--- src/rtl/vifc_pkg.sv ---
package vifc_pkg;

  typedef enum logic [2:0] {
    OP_STI   = 3'd0,
    OP_CLI   = 3'd1,
    OP_PUSHF = 3'd2,
    OP_POPF  = 3'd3,
    OP_IRET  = 3'd4,
    OP_INTN  = 3'd5
  } op_e;

  typedef enum logic [1:0] {
    MODE_REAL = 2'd0,
    MODE_PROT = 2'd1,
    MODE_V86  = 2'd2,
    MODE_LONG = 2'd3
  } mode_e;

  typedef enum logic [1:0] {
    KIND_NONE = 2'd0,
    KIND_UPD  = 2'd1,
    KIND_GP   = 2'd2
  } kind_e;

  localparam int CR4_V86X_BIT = 0;
  localparam int CR4_PMVI_BIT = 1;
  localparam int CR4_W        = 2;

  localparam int IMG_IF_BIT  = 9;
  localparam int IMG_VIF_BIT = 19;
  localparam int IMG_VIP_BIT = 20;

  typedef struct packed {
    kind_e kind;
    logic  gate;
    logic  nxt_if;
    logic  nxt_vif;
    logic  img_if;
    logic  img_vif;
    logic  img_vip;
  } decision_t;

  typedef struct packed {
    logic fault;
    logic v86x_path;
    logic pmvi_path;
  } priv_t;

endpackage

--- src/rtl/vifc_priv_check.sv ---
module vifc_priv_check
  import vifc_pkg::*;
#(
  parameter int PRIV_W = 2
) (
  input  logic [1:0]        mode,
  input  logic [PRIV_W-1:0] cpl,
  input  logic [PRIV_W-1:0] iopl,
  input  logic [CR4_W-1:0]  cr4,
  output priv_t             priv
);
  localparam logic [PRIV_W-1:0] LEAST_PRIV = {PRIV_W{1'b1}};

  logic [PRIV_W-1:0] eff_cpl;
  logic              is_v86;
  logic              is_pm_like;
  logic              iopl_low;

  always_comb begin
    is_v86     = (mode == MODE_V86);
    is_pm_like = (mode == MODE_PROT) || (mode == MODE_LONG);
    eff_cpl    = is_v86 ? LEAST_PRIV : cpl;
    iopl_low   = (iopl != LEAST_PRIV);
  end

  always_comb begin
    priv.fault     = (mode != MODE_REAL) && (iopl < eff_cpl);
    priv.v86x_path = cr4[CR4_V86X_BIT] && is_v86 && iopl_low;
    priv.pmvi_path = cr4[CR4_PMVI_BIT] && is_pm_like &&
                     (cpl == LEAST_PRIV) && iopl_low;
  end

endmodule

--- src/rtl/vifc_decide.sv ---
module vifc_decide
  import vifc_pkg::*;
(
  input  logic [2:0] op,
  input  priv_t      priv,
  input  logic       cur_if,
  input  logic       cur_vif,
  input  logic       cur_vip,
  input  logic       pop_if,
  output decision_t  dec
);
  logic virt_setclr;

  always_comb begin
    virt_setclr = priv.v86x_path || priv.pmvi_path;

    dec         = '0;
    dec.kind    = KIND_NONE;
    dec.nxt_if  = cur_if;
    dec.nxt_vif = cur_vif;
    dec.img_if  = cur_if;
    dec.img_vif = cur_vif;
    dec.img_vip = cur_vip;

    case (op)
      OP_STI: begin
        if (!priv.fault) begin
          dec.kind   = KIND_UPD;
          dec.nxt_if = 1'b1;
        end else if (virt_setclr && !cur_vip) begin
          dec.kind    = KIND_UPD;
          dec.nxt_vif = 1'b1;
        end else begin
          dec.kind = KIND_GP;
        end
      end
      OP_CLI: begin
        if (!priv.fault) begin
          dec.kind   = KIND_UPD;
          dec.nxt_if = 1'b0;
        end else if (virt_setclr) begin
          dec.kind    = KIND_UPD;
          dec.nxt_vif = 1'b0;
        end else begin
          dec.kind = KIND_GP;
        end
      end
      OP_PUSHF: begin
        if (!priv.fault) begin
          dec.kind = KIND_NONE;
        end else if (priv.v86x_path) begin
          dec.kind   = KIND_NONE;
          dec.img_if = cur_vif;
        end else begin
          dec.kind = KIND_GP;
        end
      end
      OP_POPF: begin
        if (!priv.fault) begin
          dec.kind   = KIND_UPD;
          dec.nxt_if = pop_if;
        end else if (priv.v86x_path && !(pop_if && cur_vip)) begin
          dec.kind    = KIND_UPD;
          dec.nxt_vif = pop_if;
        end else begin
          dec.kind = KIND_GP;
        end
      end
      OP_IRET: begin
        if (!priv.fault) begin
          dec.kind   = KIND_UPD;
          dec.nxt_if = pop_if;
        end else begin
          dec.kind = KIND_GP;
        end
      end
      OP_INTN: begin
        if (!priv.fault) begin
          dec.kind   = KIND_UPD;
          dec.gate   = 1'b1;
          dec.nxt_if = 1'b0;
        end else if (priv.v86x_path) begin
          dec.kind    = KIND_UPD;
          dec.gate    = 1'b1;
          dec.nxt_vif = 1'b0;
        end else begin
          dec.kind = KIND_GP;
        end
      end
      default: begin
        dec.kind = KIND_GP;
      end
    endcase
  end

endmodule

--- src/rtl/vifc_flag_reg.sv ---
module vifc_flag_reg
  import vifc_pkg::*;
(
  input  logic      clk,
  input  logic      rst_n,
  input  logic      apply,
  input  decision_t dec,
  input  logic      vip_we,
  input  logic      vip_val,
  output logic      q_if,
  output logic      q_vif,
  output logic      q_vip
);
  logic take_upd;

  always_comb take_upd = apply && (dec.kind == KIND_UPD);

  always_ff @(posedge clk) begin
    if (!rst_n) begin
      q_if  <= 1'b0;
      q_vif <= 1'b0;
    end else if (take_upd) begin
      q_if  <= dec.nxt_if;
      q_vif <= dec.nxt_vif;
    end
  end

  always_ff @(posedge clk) begin
    if (!rst_n) q_vip <= 1'b0;
    else if (vip_we) q_vip <= vip_val;
  end

endmodule

--- src/rtl/vifc_result_reg.sv ---
module vifc_result_reg
  import vifc_pkg::*;
#(
  parameter int VEC_W = 8,
  parameter int EFL_W = 32
) (
  input  logic             clk,
  input  logic             rst_n,
  input  logic             in_valid,
  output logic             in_ready,
  input  decision_t        dec,
  input  logic [VEC_W-1:0] vector,
  output logic             out_valid,
  input  logic             out_ready,
  output logic [1:0]       out_kind,
  output logic             out_gate,
  output logic [VEC_W-1:0] out_vector,
  output logic [EFL_W-1:0] out_image
);
  logic [EFL_W-1:0] image_d;

  always_comb begin
    image_d              = '0;
    image_d[IMG_IF_BIT]  = dec.img_if;
    image_d[IMG_VIF_BIT] = dec.img_vif;
    image_d[IMG_VIP_BIT] = dec.img_vip;
  end

  assign in_ready = !out_valid || out_ready;

  always_ff @(posedge clk) begin
    if (!rst_n) begin
      out_valid <= 1'b0;
    end else if (in_ready) begin
      out_valid <= in_valid;
    end
  end

  always_ff @(posedge clk) begin
    if (!rst_n) begin
      out_kind   <= KIND_NONE;
      out_gate   <= 1'b0;
      out_vector <= '0;
      out_image  <= '0;
    end else if (in_ready && in_valid) begin
      out_kind   <= dec.kind;
      out_gate   <= dec.gate;
      out_vector <= vector;
      out_image  <= image_d;
    end
  end

endmodule

--- src/rtl/vifc_unit.sv ---
module vifc_unit
  import vifc_pkg::*;
#(
  parameter int PRIV_W = 2,
  parameter int VEC_W  = 8,
  parameter int EFL_W  = 32
) (
  input  logic              clk,
  input  logic              rst_n,
  input  logic              op_valid,
  output logic              op_ready,
  input  logic [2:0]        op_class,
  input  logic [1:0]        op_mode,
  input  logic [PRIV_W-1:0] op_cpl,
  input  logic [PRIV_W-1:0] op_iopl,
  input  logic [1:0]        cr4_en,
  input  logic              op_pop_if,
  input  logic [VEC_W-1:0]  op_vector,
  input  logic              sw_vip_we,
  input  logic              sw_vip_val,
  output logic              flag_if,
  output logic              flag_vif,
  output logic              flag_vip,
  output logic              res_valid,
  input  logic              res_ready,
  output logic [1:0]        res_kind,
  output logic              res_gate,
  output logic [VEC_W-1:0]  res_vector,
  output logic [EFL_W-1:0]  res_image
);
  priv_t     priv;
  decision_t dec;
  logic      op_fire;

  assign op_fire = op_valid && op_ready;

  vifc_priv_check #(.PRIV_W(PRIV_W)) u_priv (
    .mode (op_mode),
    .cpl  (op_cpl),
    .iopl (op_iopl),
    .cr4  (cr4_en),
    .priv (priv)
  );

  vifc_decide u_dec (
    .op      (op_class),
    .priv    (priv),
    .cur_if  (flag_if),
    .cur_vif (flag_vif),
    .cur_vip (flag_vip),
    .pop_if  (op_pop_if),
    .dec     (dec)
  );

  vifc_flag_reg u_flags (
    .clk     (clk),
    .rst_n   (rst_n),
    .apply   (op_fire),
    .dec     (dec),
    .vip_we  (sw_vip_we),
    .vip_val (sw_vip_val),
    .q_if    (flag_if),
    .q_vif   (flag_vif),
    .q_vip   (flag_vip)
  );

  vifc_result_reg #(.VEC_W(VEC_W), .EFL_W(EFL_W)) u_res (
    .clk        (clk),
    .rst_n      (rst_n),
    .in_valid   (op_valid),
    .in_ready   (op_ready),
    .dec        (dec),
    .vector     (op_vector),
    .out_valid  (res_valid),
    .out_ready  (res_ready),
    .out_kind   (res_kind),
    .out_gate   (res_gate),
    .out_vector (res_vector),
    .out_image  (res_image)
  );

endmodule

--- config.mk ---
export PLATFORM = sky130hd
export DESIGN_NAME = vifc_unit
export DESIGN_NICKNAME = d
export VERILOG_FILES = /design/src/rtl/vifc_pkg.sv /design/src/rtl/vifc_priv_check.sv /design/src/rtl/vifc_decide.sv /design/src/rtl/vifc_flag_reg.sv /design/src/rtl/vifc_result_reg.sv /design/src/rtl/vifc_unit.sv
export SDC_FILE = /design/constraint.sdc
export NUM_CORES = 1
export LEC_CHECK = 0
export BUFFER_PORTS_ARGS = -buffer_cell sky130_fd_sc_hd__buf_4
export CORE_ASPECT_RATIO = 0.75
export CORE_UTILIZATION = 46
export CTS_CLUSTER_DIAMETER = 100
export DETAILED_ROUTE_END_ITERATION = 10
export PLACE_DENSITY = 0.81
export SYNTH_ARGS = -nofsm -noshare
export SYNTH_HDL_FRONTEND = slang
export SYNTH_SLANG_ARGS = --single-unit
--- constraint.sdc ---
create_clock -name clk -period 4.7 [get_ports clk]
set_input_delay 0.705 -clock clk [delete_from_list [all_inputs] [get_ports clk]]
set_output_delay 0.705 -clock clk [all_outputs]
set_load 0.01 [all_outputs]
==> flow_summary.yaml, run 1 <==
synth:
  synth_top_family_by_area: "buffers and inverters"
  synthMuxAreaShare_pct: 2.43
  synth_area_um2: 1230
  yosysTopAreaCellShare_pct: 29.2
  synth_xor_area_share_pct: 0
  synthCells: 159
  synth.ff_latch_count: 18
  synth-seq-area-share_pct: 29.2
  synth_flop_cell: "dfxtp_1"
  ys_warn_count: 0
  syn_area_per_cell_um2: 7.76
  synth_edf_count: 0
  synth-async-reset-ratio_pct: 0
  synth.area.top_cells: "dfxtp_1, buf_4, nand2_1"
  yosysTopAreaCell: "dfxtp_1"
  netlist_top_cells_count: "nand2_1, buf_4, a21oi_1, dfxtp_1, nor2_1"
  synth_compound_gate_area_share_pct: 21.5
  synthAdderAreaFrac_pct: 1.01
  synth.most_common_cell: "nand2_1"
  synthDistinctLibCells: 35
  synth_simple_gate_area_share_pct: 21.2
status:
  status: "complete, no violations"
critical_path:
  cp_slowest_cell: "a221oi_2"
  cp-start-kind: "input pin"
  rr_endpoint: "u_flags.q_vif"
  ff2ff_path_depth: 5
  reg2reg_slack_ps: 3090
  worstPathCellList: "buf_4 > inv_1 > a21oi_1 > ha_1 > o21ai_4 > nand2_4 > a221oi_2 > o211ai_1 > a221oi_2"
  cp_max_fo: 6
  crit_arrival_ps: 2260
  r2r_start: "u_res.out_valid"
  cp_slowest_stage_delay_ps: 340
  crit_required_ps: 4910
  endpoint_kind: "flip-flop"
  cp_common_cell: "a221oi_2"
  path_class: "in -> reg"
hold_path:
  hold_depth: 2
  min_to: "u_res.out_vector[4]"
  hp-start: "u_res.out_vector[4]"
  hp-class: "reg -> reg"
sta:
  drv_slew: 0
  fin_setup_tns_ps: 0
  fin_crit_sh_pct: 43.5
  hold_viol: 0
  max_freq_ghz: 0.489
  finalClockSkew_ps: 4.19
  worst_pin_slew_ps: 578
  finalCriticalPeriod_ps: 2050
  rsz0062_at_grt: "no"
  finalSetupViolCount: 0
  max_slew_margin_pct: 61.5
pwr:
  p_leak_nw: 0.703
  ir_drop_uv: 176
  p_per_area_nw_per_um2: 243
floorplanning:
  die_h_um: 46.9
  fp.dieW_um: 61.8
  start_util_pct: 51.0
  core_um2: 2420
  ioPinCount: 74
  dieArea_um2: 2900
  row_count: 15
route:
  via_per_inst: 4.78
  drt_iter0_drc: 36
  drt-pass1-iter-count: 4
  wirelength_um: 2550
  routedWlPerCell_um: 11.0
  drc_errors: 0
  postRouteAntennaNets: 0
  vias: 1110
clock_network:
  htreeDepth: 1
  path_clk_slew_ps: 100
  hold_buffers: 0
  cts_tree: "done"
  post_cts_resized: 0
  cts_sinks: 18
  cts_inserted_buffers: 3
  cts.path.max_buffers: 2
  cts_setup_buffers: 0
  clockRootBuffer: "clkbuf_4"
  clk_latency_ps: 290
placed_design:
  placed_area_um2: 1430
  io_buffers: 44
  gp_congestion: 0.876
  hpwl_um: 1990
global_routing:
  grt_pass1_vias: 840
  grt_max_degree: 18
  grt_pass1_wl_um: 3860
  grt_overflow_total: 0
  antenna_found_initial: 0
  groute.usage.overall_pct: 18.1
finish:
  diodes: 0
  drive_gt1_share_pct: 29.3
  fin_nets: 226
  syn_to_final_growth_pct: 19.2
  finalInstanceArea_um2: 1470
flow_run:
  maxCapViolations: 0
where the power goes:
group          switching, mW  internal (mW)
registers            0.00545          0.161
logic                 0.0558         0.0423
clock network         0.0459         0.0472
cell families after synthesis:
logic type,count (synthesis)
buf+inv,43
fa+ha+maj,1
mux,3
simple gates,55
flops,18
compound gates,38
other cells,1
worst max-delay path by stage:
stage / from / endpoint / slack, ps / cells after the start
6_report: op_mode[0] / u_flags.q_vif / 2650 / 9
5_1_grt: op_mode[0] / u_flags.q_vif / 2570 / 9
4_1_cts: op_mode[0] / u_flags.q_vif / 2660 / 9
3_5_place_dp: op_mode[0] / u_flags.q_vif / 2340 / 9
3_3_place_gp: op_mode[0] / u_flags.q_vif / 2460 / 9
2_1_floorplan: op_mode[0] / u_flags.q_vif / 2620 / 8
state kept, by name (all words and copies together) (netlist names):
| signal | cells |
|---|---|
| u_flags.q_if | 1 |
| u_flags.q_vip | 1 |
| u_res.out_kind | 2 |
| u_res.out_valid | 1 |
| u_res.out_image | 3 |
| u_flags.q_vif | 1 |
| u_res.out_gate | 1 |
| u_res.out_vector | 8 |
placed cells by master (no fill, tap or decap), types with 2 or more instances in the layout:
master     n
dfxtp_1   18
clkbuf_4   3
nand3_1    4
a21oi_1   18
inv_1      4
nor2_1     8
nand2_1   30
o21ai_0    4
mux2i_1    3
o31ai_1    2
o211ai_1   2
a31oi_1    2
conb_1    29
nand4_1    2
nor3_1     2
o21a_1     2
buf_4     44
and2_1     2
a221oi_2   3
cell type report:
class / instances / area, um^2
Timing Repair Buffer: 44 / 330
Inverter: 6 / 22.5
Multi-Input combinational cell: 126 / 678
Fill cell: 205 / 951
Tap cell: 34 / 42.5
Clock buffer: 4 / 36.3
Sequential cell: 18 / 360
metrics by stage:
step / std cells / hold WS [ps] / worst slack [ps] / util, % / power, mW
final: 232 / 460 / 2650 / 60.7 / 0.358
after global routing: 232 / 482 / 2570 / 60.7 / 0.381
after CTS: 232 / 464 / 2660 / 60.7 / 0.361
after detailed placement: 228 / 448 / 2340 / 59.2 / 0.268
after global placement: 228 / 443 / 2460 / 59.2 / 0.265
after floorplan: 187 / 476 / 2620 / - / 0.248
layer usage:
layer	global-route usage, %	vias to the layer above	share of wire (%)
li1	-	555	-
met3	4.96	4	8.7
met4	2.67	0	0.55
met1	24.8	484	43
met5	0	-	0
met2	29.5	67	48
worst max-delay path, delay by kind of cell:
kind,cells,cell delay [ps]
AOI/OAI and AO/OA,5,1040
adders and majority gates,1,280
buffers and inverters,2,150
and+or+nand+nor,1,90
No activity file was read; power rests on OpenSTA's default activity.
==> inputs of run 2 (changes only) <==
Settings changed: ABC_AREA set to 1, CORE_UTILIZATION 46 to 43, PLACE_DENSITY 0.81 to 0.76.
Clock period 4.7 ns to 2.1 ns, I/O delays scaled along.
==> flow_summary.yaml, run 2 <==
synth:
  synth.area.top_cells: "dfxtp_1, buf_4, nand2_1"
  synth.most_common_cell: "nand2_1"
  synth-async-reset-ratio_pct: 0
  yosysTopAreaCell: "dfxtp_1"
  synthCells: 196
  ys_warn_count: 0
  netlist_top_cells_count: "nand2_1, nor2_1, buf_4"
  synth.ff_latch_count: 18
  yosysTopAreaCellShare_pct: 28.7
  synth-seq-area-share_pct: 28.7
  synth_flop_cell: "dfxtp_1"
  synthDistinctLibCells: 21
  syn_area_per_cell_um2: 6.42
  synth_area_um2: 1260
  synth_edf_count: 0
sta:
  rsz0062_at_grt: "no"
  finalClockSkew_ps: 1.42
  max_freq_ghz: 0.611
  hold_viol: 0
  fin_crit_sh_pct: 78.0
  drv_slew: 0
  finalSetupViolCount: 0
  fin_setup_tns_ps: 0
  finalCriticalPeriod_ps: 1640
placed_design:
  hpwl_um: 2120
  placed_area_um2: 1520
  gp_congestion: 0.879
  io_buffers: 44
clock_network:
  clk_latency_ps: 250
  hold_buffers: 0
  cts_inserted_buffers: 3
  cts_sinks: 18
  cts_setup_buffers: 0
  cts_tree: "done"
  path_clk_slew_ps: 60
  cts.path.max_buffers: 2
  clockRootBuffer: "clkbuf_8"
  htreeDepth: 1
  post_cts_resized: 0
finish:
  final_cell_mix: "buf_4, nand2_1, nor2_1"
  drive_gt1_share_pct: 25.3
  largest_reg_flops: 8
  fin_nets: 269
  finalInstanceArea_um2: 1570
  post-route-util_pct: 58.5
  syn_to_final_growth_pct: 24.9
  regMostFlops: "u_res.out_vector"
  mostFrequentLayoutCell: "buf_4"
  largestRegisters: "u_res.out_vector (8), u_res.out_image (3), u_res.out_kind (2)"
  diodes: 0
pwr:
  switching_share_pct: 29.6
  switchingPower_mw: 0.270
  p_leak_nw: 0.841
  ir_drop_uv: 388
  combPwrFrac_pct: 28.4
  p_per_area_nw_per_um2: 579
  power_frac_seq_pct: 41.5
  clkPwrFrac_pct: 30.1
  p_int_mw: 0.640
  p_total_mw: 0.909
route:
  via_per_inst: 4.38
  postRouteAntennaNets: 0
  wirelength_um: 2640
  routedWlPerCell_um: 9.53
  drt_iter0_drc: 61
  drc_errors: 0
  drt-pass1-iter-count: 4
  vias: 1214
floorplanning:
  core_um2: 2680
  die_h_um: 48.8
  start_util_pct: 46.9
  row_count: 16
  fp.dieW_um: 64.4
  ioPinCount: 74
  dieArea_um2: 3150
global_routing:
  antenna_found_initial: 0
  grt_max_degree: 17
  grt_overflow_total: 0
  grt_pass1_wl_um: 4080
  grt_pass1_vias: 929
  groute.usage.overall_pct: 16.4
critical_path:
  crit_required_ps: 2240
  cp_max_fo: 6
  path_class: "in -> reg"
  endpoint_kind: "flip-flop"
  crit_arrival_ps: 1780
  cp-start-kind: "input pin"
flow_run:
  maxCapViolations: 0
status:
  status: "complete, no violations"
hold_path:
  hp-class: "in -> reg"
==> run 2: cell count changes in the layout (fill, tap and decap cells not counted), moves of 4 or more <==
cell,previous run,this run
nand3_1,4,11
nor2_1,8,35
nand2_2,0,4
nor2_2,1,5
inv_1,4,19
a21oi_1,18,9
nand2_1,30,36
o21ai_0,4,17
==> run 2: area by class of cell <==
cell class / instances / area [um^2]
Clock buffer: 4 / 55.1
Fill cell: 265 / 1110
Inverter: 20 / 75.1
Multi-Input combinational cell: 154 / 697
Sequential cell: 18 / 360
Tap cell: 36 / 45.0
Timing Repair Buffer: 45 / 338
==> run 2: routing by layer <==
metal / GRT usage (%) / vias up / routed length (um)
met2: 22.6 / 57 / 1190
met3: 3.74 / 0 / 194
met5: 0 / - / 0
met1: 25.4 / 509 / 1260
li1: - / 648 / -
met4: 3.33 / 0 / 0
==> run 2: worst paths after layout <==
| check | slack (ps) | to | from | depth (start not counted) |
|---|---|---|---|---|
| worst min-delay path | 290 | u_flags.q_vip | sw_vip_val | 3 |
| worst min register to register | 470 | u_res.out_image[9] | u_res.out_image[9] | 2 |
| worst max register to register | 830 | u_flags.q_if | u_flags.q_vip | 10 |
| worst max-delay path | 460 | u_flags.q_vif | op_mode[0] | 14 |
==> run 2: kinds of logic (layout without fill, tap and decap cells) <==
logic type               Yosys count  count (layout)  share of synthesized area, %
AO/OA/AOI/OAI                     29              29                          12.7
adder cells (fa/ha/maj)            1               1                         0.995
buffers and inverters             52              69                          24.3
flip-flops                        18              18                          28.7
other                              1              29                         0.298
AND/OR/NAND/NOR                   95              95                          33.0
==> run 2: critical path, stage by stage <==
cell and delay, ps:
buf_4 120, inv_1 80, a21oi_1 70, ha_1 250
nor2_8 160, inv_2 50, a21oi_4 180, nand2_1 70
nand2_1 80, nand2_1 60, nor2_2 90, nor2_2 60
a21oi_1 130, nor2_1 60
==> run 2: metrics by stage <==
stage | hold WS (ps) | setup WS (ps) | std cells
floorplan | 451 | 487 | 224
global placement | 462 | 236 | 273
detailed placement | 459 | 224 | 273
CTS | 290 | 476 | 277
global route | 321 | 345 | 277
finish | 290 | 463 | 277
==> run 2: power groups by stage <==
| stage | Sequential [mW] | Clock [mW] | Combinational (mW) |
|---|---|---|---|
| 3_3_place_gp | 0.385 | 0 | 0.256 |
| 6_report | 0.377 | 0.273 | 0.258 |
| 3_5_place_dp | 0.386 | 0 | 0.256 |
| 5_1_grt | 0.381 | 0.295 | 0.287 |
| 2_1_floorplan | 0.396 | 0 | 0.183 |
| 4_1_cts | 0.378 | 0.281 | 0.257 |
==> inputs of run 3 (changes only) <==
Settings changed: ABC_AREA 1 to 0, CORE_UTILIZATION 43 to 39, PLACE_DENSITY 0.76 to 0.73.
Clock period 2.1 ns to 1.35 ns, I/O delays scaled along.
==> flow_summary.yaml, run 3 (synthesis results as in run 1) <==
status:
  status: "complete, but fails checks"
  violations: "setup timing"
hold_path:
  hp-class: "in -> reg"
  hold_depth: 3
  hp-start: "sw_vip_val"
  min_to: "u_flags.q_vip"
critical_path:
  crit_required_ps: 1520
  path_class: "in -> reg"
  cp-start-kind: "input pin"
  cp_slowest_cell: "a221oi_2"
  reg2reg_slack_ps: -20
  worstPathCellList: "buf_8 > a21oi_4 > ha_4 > o21ai_4 > buf_4 > nand3_1 > a21oi_2 > o211ai_1 > a221oi_2"
  endpoint_kind: "flip-flop"
  cp_max_fo: 3
  cp_slowest_stage_delay_ps: 240
  crit_family: "compound AO/OA/AOI/OAI gates"
  rr_endpoint: "u_flags.q_vif"
  path_buf_inv: 2
  ff2ff_path_depth: 6
  r2r_start: "u_flags.q_vip"
  crit_arrival_ps: 1550
route:
  postRouteAntennaNets: 0
  drc_errors: 0
  via_per_inst: 4.59
  wirelength_um: 2930
  routedWlPerCell_um: 11.3
  drt-pass1-iter-count: 4
  drt_iter0_drc: 54
  vias: 1194
clock_network:
  cts_tree: "done"
  htreeDepth: 1
  clk_latency_ps: 250
  cts_inserted_buffers: 3
  cts.path.max_buffers: 2
  cts_sinks: 18
  clockRootBuffer: "clkbuf_8"
  path_clk_slew_ps: 60
global_routing:
  top_usage_layer: "met2"
  grt_pass1_vias: 1038
  grt_overflow_total: 0
  antenna_found_initial: 0
  grt.met1_usage_pct: 23.2
  grtUsageMet2_pct: 29.1
  grt_pass1_wl_um: 4550
  grt_max_degree: 18
  grt.met3_usage_pct: 5.91
  groute.usage.overall_pct: 17.8
flow_run:
  maxCapViolations: 0
finish:
  mostFrequentLayoutCell: "buf_4"
  diodes: 0
  final_cells: 260
  largestRegisters: "u_res.out_vector (8), u_res.out_image (3), u_res.out_kind (2)"
  drive_gt1_share_pct: 41.9
  regMostFlops: "u_res.out_vector"
  largest_reg_flops: 8
  post-route-util_pct: 59.0
  syn_to_final_growth_pct: 42.5
  final_cell_mix: "buf_4, nand2_1, conb_1"
  fin_nets: 250
placed_design:
  gp_congestion: 0.884
  placed_cells: 252
  io_buffers: 44
  hpwl_um: 2240
  pre_cts_ws_ps: -342
pwr:
  switching_share_pct: 28.7
  p_int_mw: 1.04
  p_per_area_nw_per_um2: 830
  clkPwrFrac_pct: 29.5
  power_frac_seq_pct: 39.7
  p_leak_nw: 0.842
  p_total_mw: 1.46
  ir_drop_uv: 548
  combPwrFrac_pct: 30.8
  switchingPower_mw: 0.420
sta:
  finalClockSkew_ps: 3.44
  hold_viol: 0
  drv_slew: 0
  rsz0062_at_grt: "yes"
  max_freq_ghz: 0.722
  setup_slack_ps: -34.7
  finalCriticalPeriod_ps: 1380
  fin_crit_sh_pct: 103
  finalSetupViolCount: 1
  fin_setup_tns_ps: -34.7
floorplanning:
  fp.dieW_um: 66.9
  dieArea_um2: 3390
  ioPinCount: 74
  die_h_um: 50.7
  core_um2: 2980
  start_util_pct: 41.4
  row_count: 17
-- run 3: changes by cell type in the layout (fill, tap and decap cells not counted), sizes merged, moves of 7 or more --
cell	before	now
nor2	41	9
buf	45	68
inv	20	5
o21ai	17	5
a21oi	10	19
nand2	40	31
nand3	11	4
-- run 3: layout make-up --
| type | instances | area [um^2] |
|---|---|---|
| Fill cell | 277 | 1220 |
| Inverter | 6 | 30.0 |
| Clock buffer | 4 | 55.1 |
| Tap cell | 38 | 47.5 |
| Timing Repair Buffer | 68 | 526 |
| Multi-Input combinational cell | 126 | 738 |
| Sequential cell | 18 | 362 |
-- run 3: timing repair --
| item | 4_1_cts | 5_1_grt |
|---|---|---|
| endpoints found under the setup margin | 2 | 5 |
| hold buffers | 0 | 0 |
| gates resized for setup | 4 | 11 |
| setup buffers | 3 | 1 |
| pin swaps | 6 | 8 |
-- run 3: power by group through the flow --
stage | combinational (mW) | sequential, mW | clock [mW]
2_1_floorplan | 0.269 | 0.604 | 0
3_3_place_gp | 0.403 | 0.591 | 0
3_5_place_dp | 0.408 | 0.590 | 0
4_1_cts | 0.429 | 0.579 | 0.444
5_1_grt | 0.494 | 0.583 | 0.471
6_report | 0.450 | 0.579 | 0.430
-- run 3: per-stage QoR --
| stage | hold slack, ps | cell area [um^2] |
|---|---|---|
| final | 185 | 1760 |
| after global routing | 196 | 1760 |
| after CTS | 182 | 1720 |
| after detailed placement | 447 | 1610 |
| after global placement | 444 | 1610 |
| after floorplan | 332 | 1360 |
-- run 3: routing by layer --
layer  wire length (um)  vias up
li1                   -      607
met1               1340      534
met2               1340       51
met3                247        2
met4                  8        0
met5                  0        -
-- run 3: worst max-delay path by stage --
stage	from	endpoint	slack (ps)	depth (start not counted)
3_3_place_gp	op_mode[0]	u_flags.q_vif	-290	9
6_report	op_mode[1]	u_flags.q_vif	-30	9
4_1_cts	op_mode[0]	u_flags.q_vif	-40	9
2_1_floorplan	op_mode[0]	u_flags.q_vif	-130	8
5_1_grt	u_flags.q_vip	u_flags.q_vif	-120	6
3_5_place_dp	op_mode[0]	u_flags.q_vif	-340	9
-- run 3: worst reg2reg max path, delay by kind of cell, from the launching register on --
kind	cells	cell delay, ps
simple gates	1	110
flops	1	340
compound gates	5	840
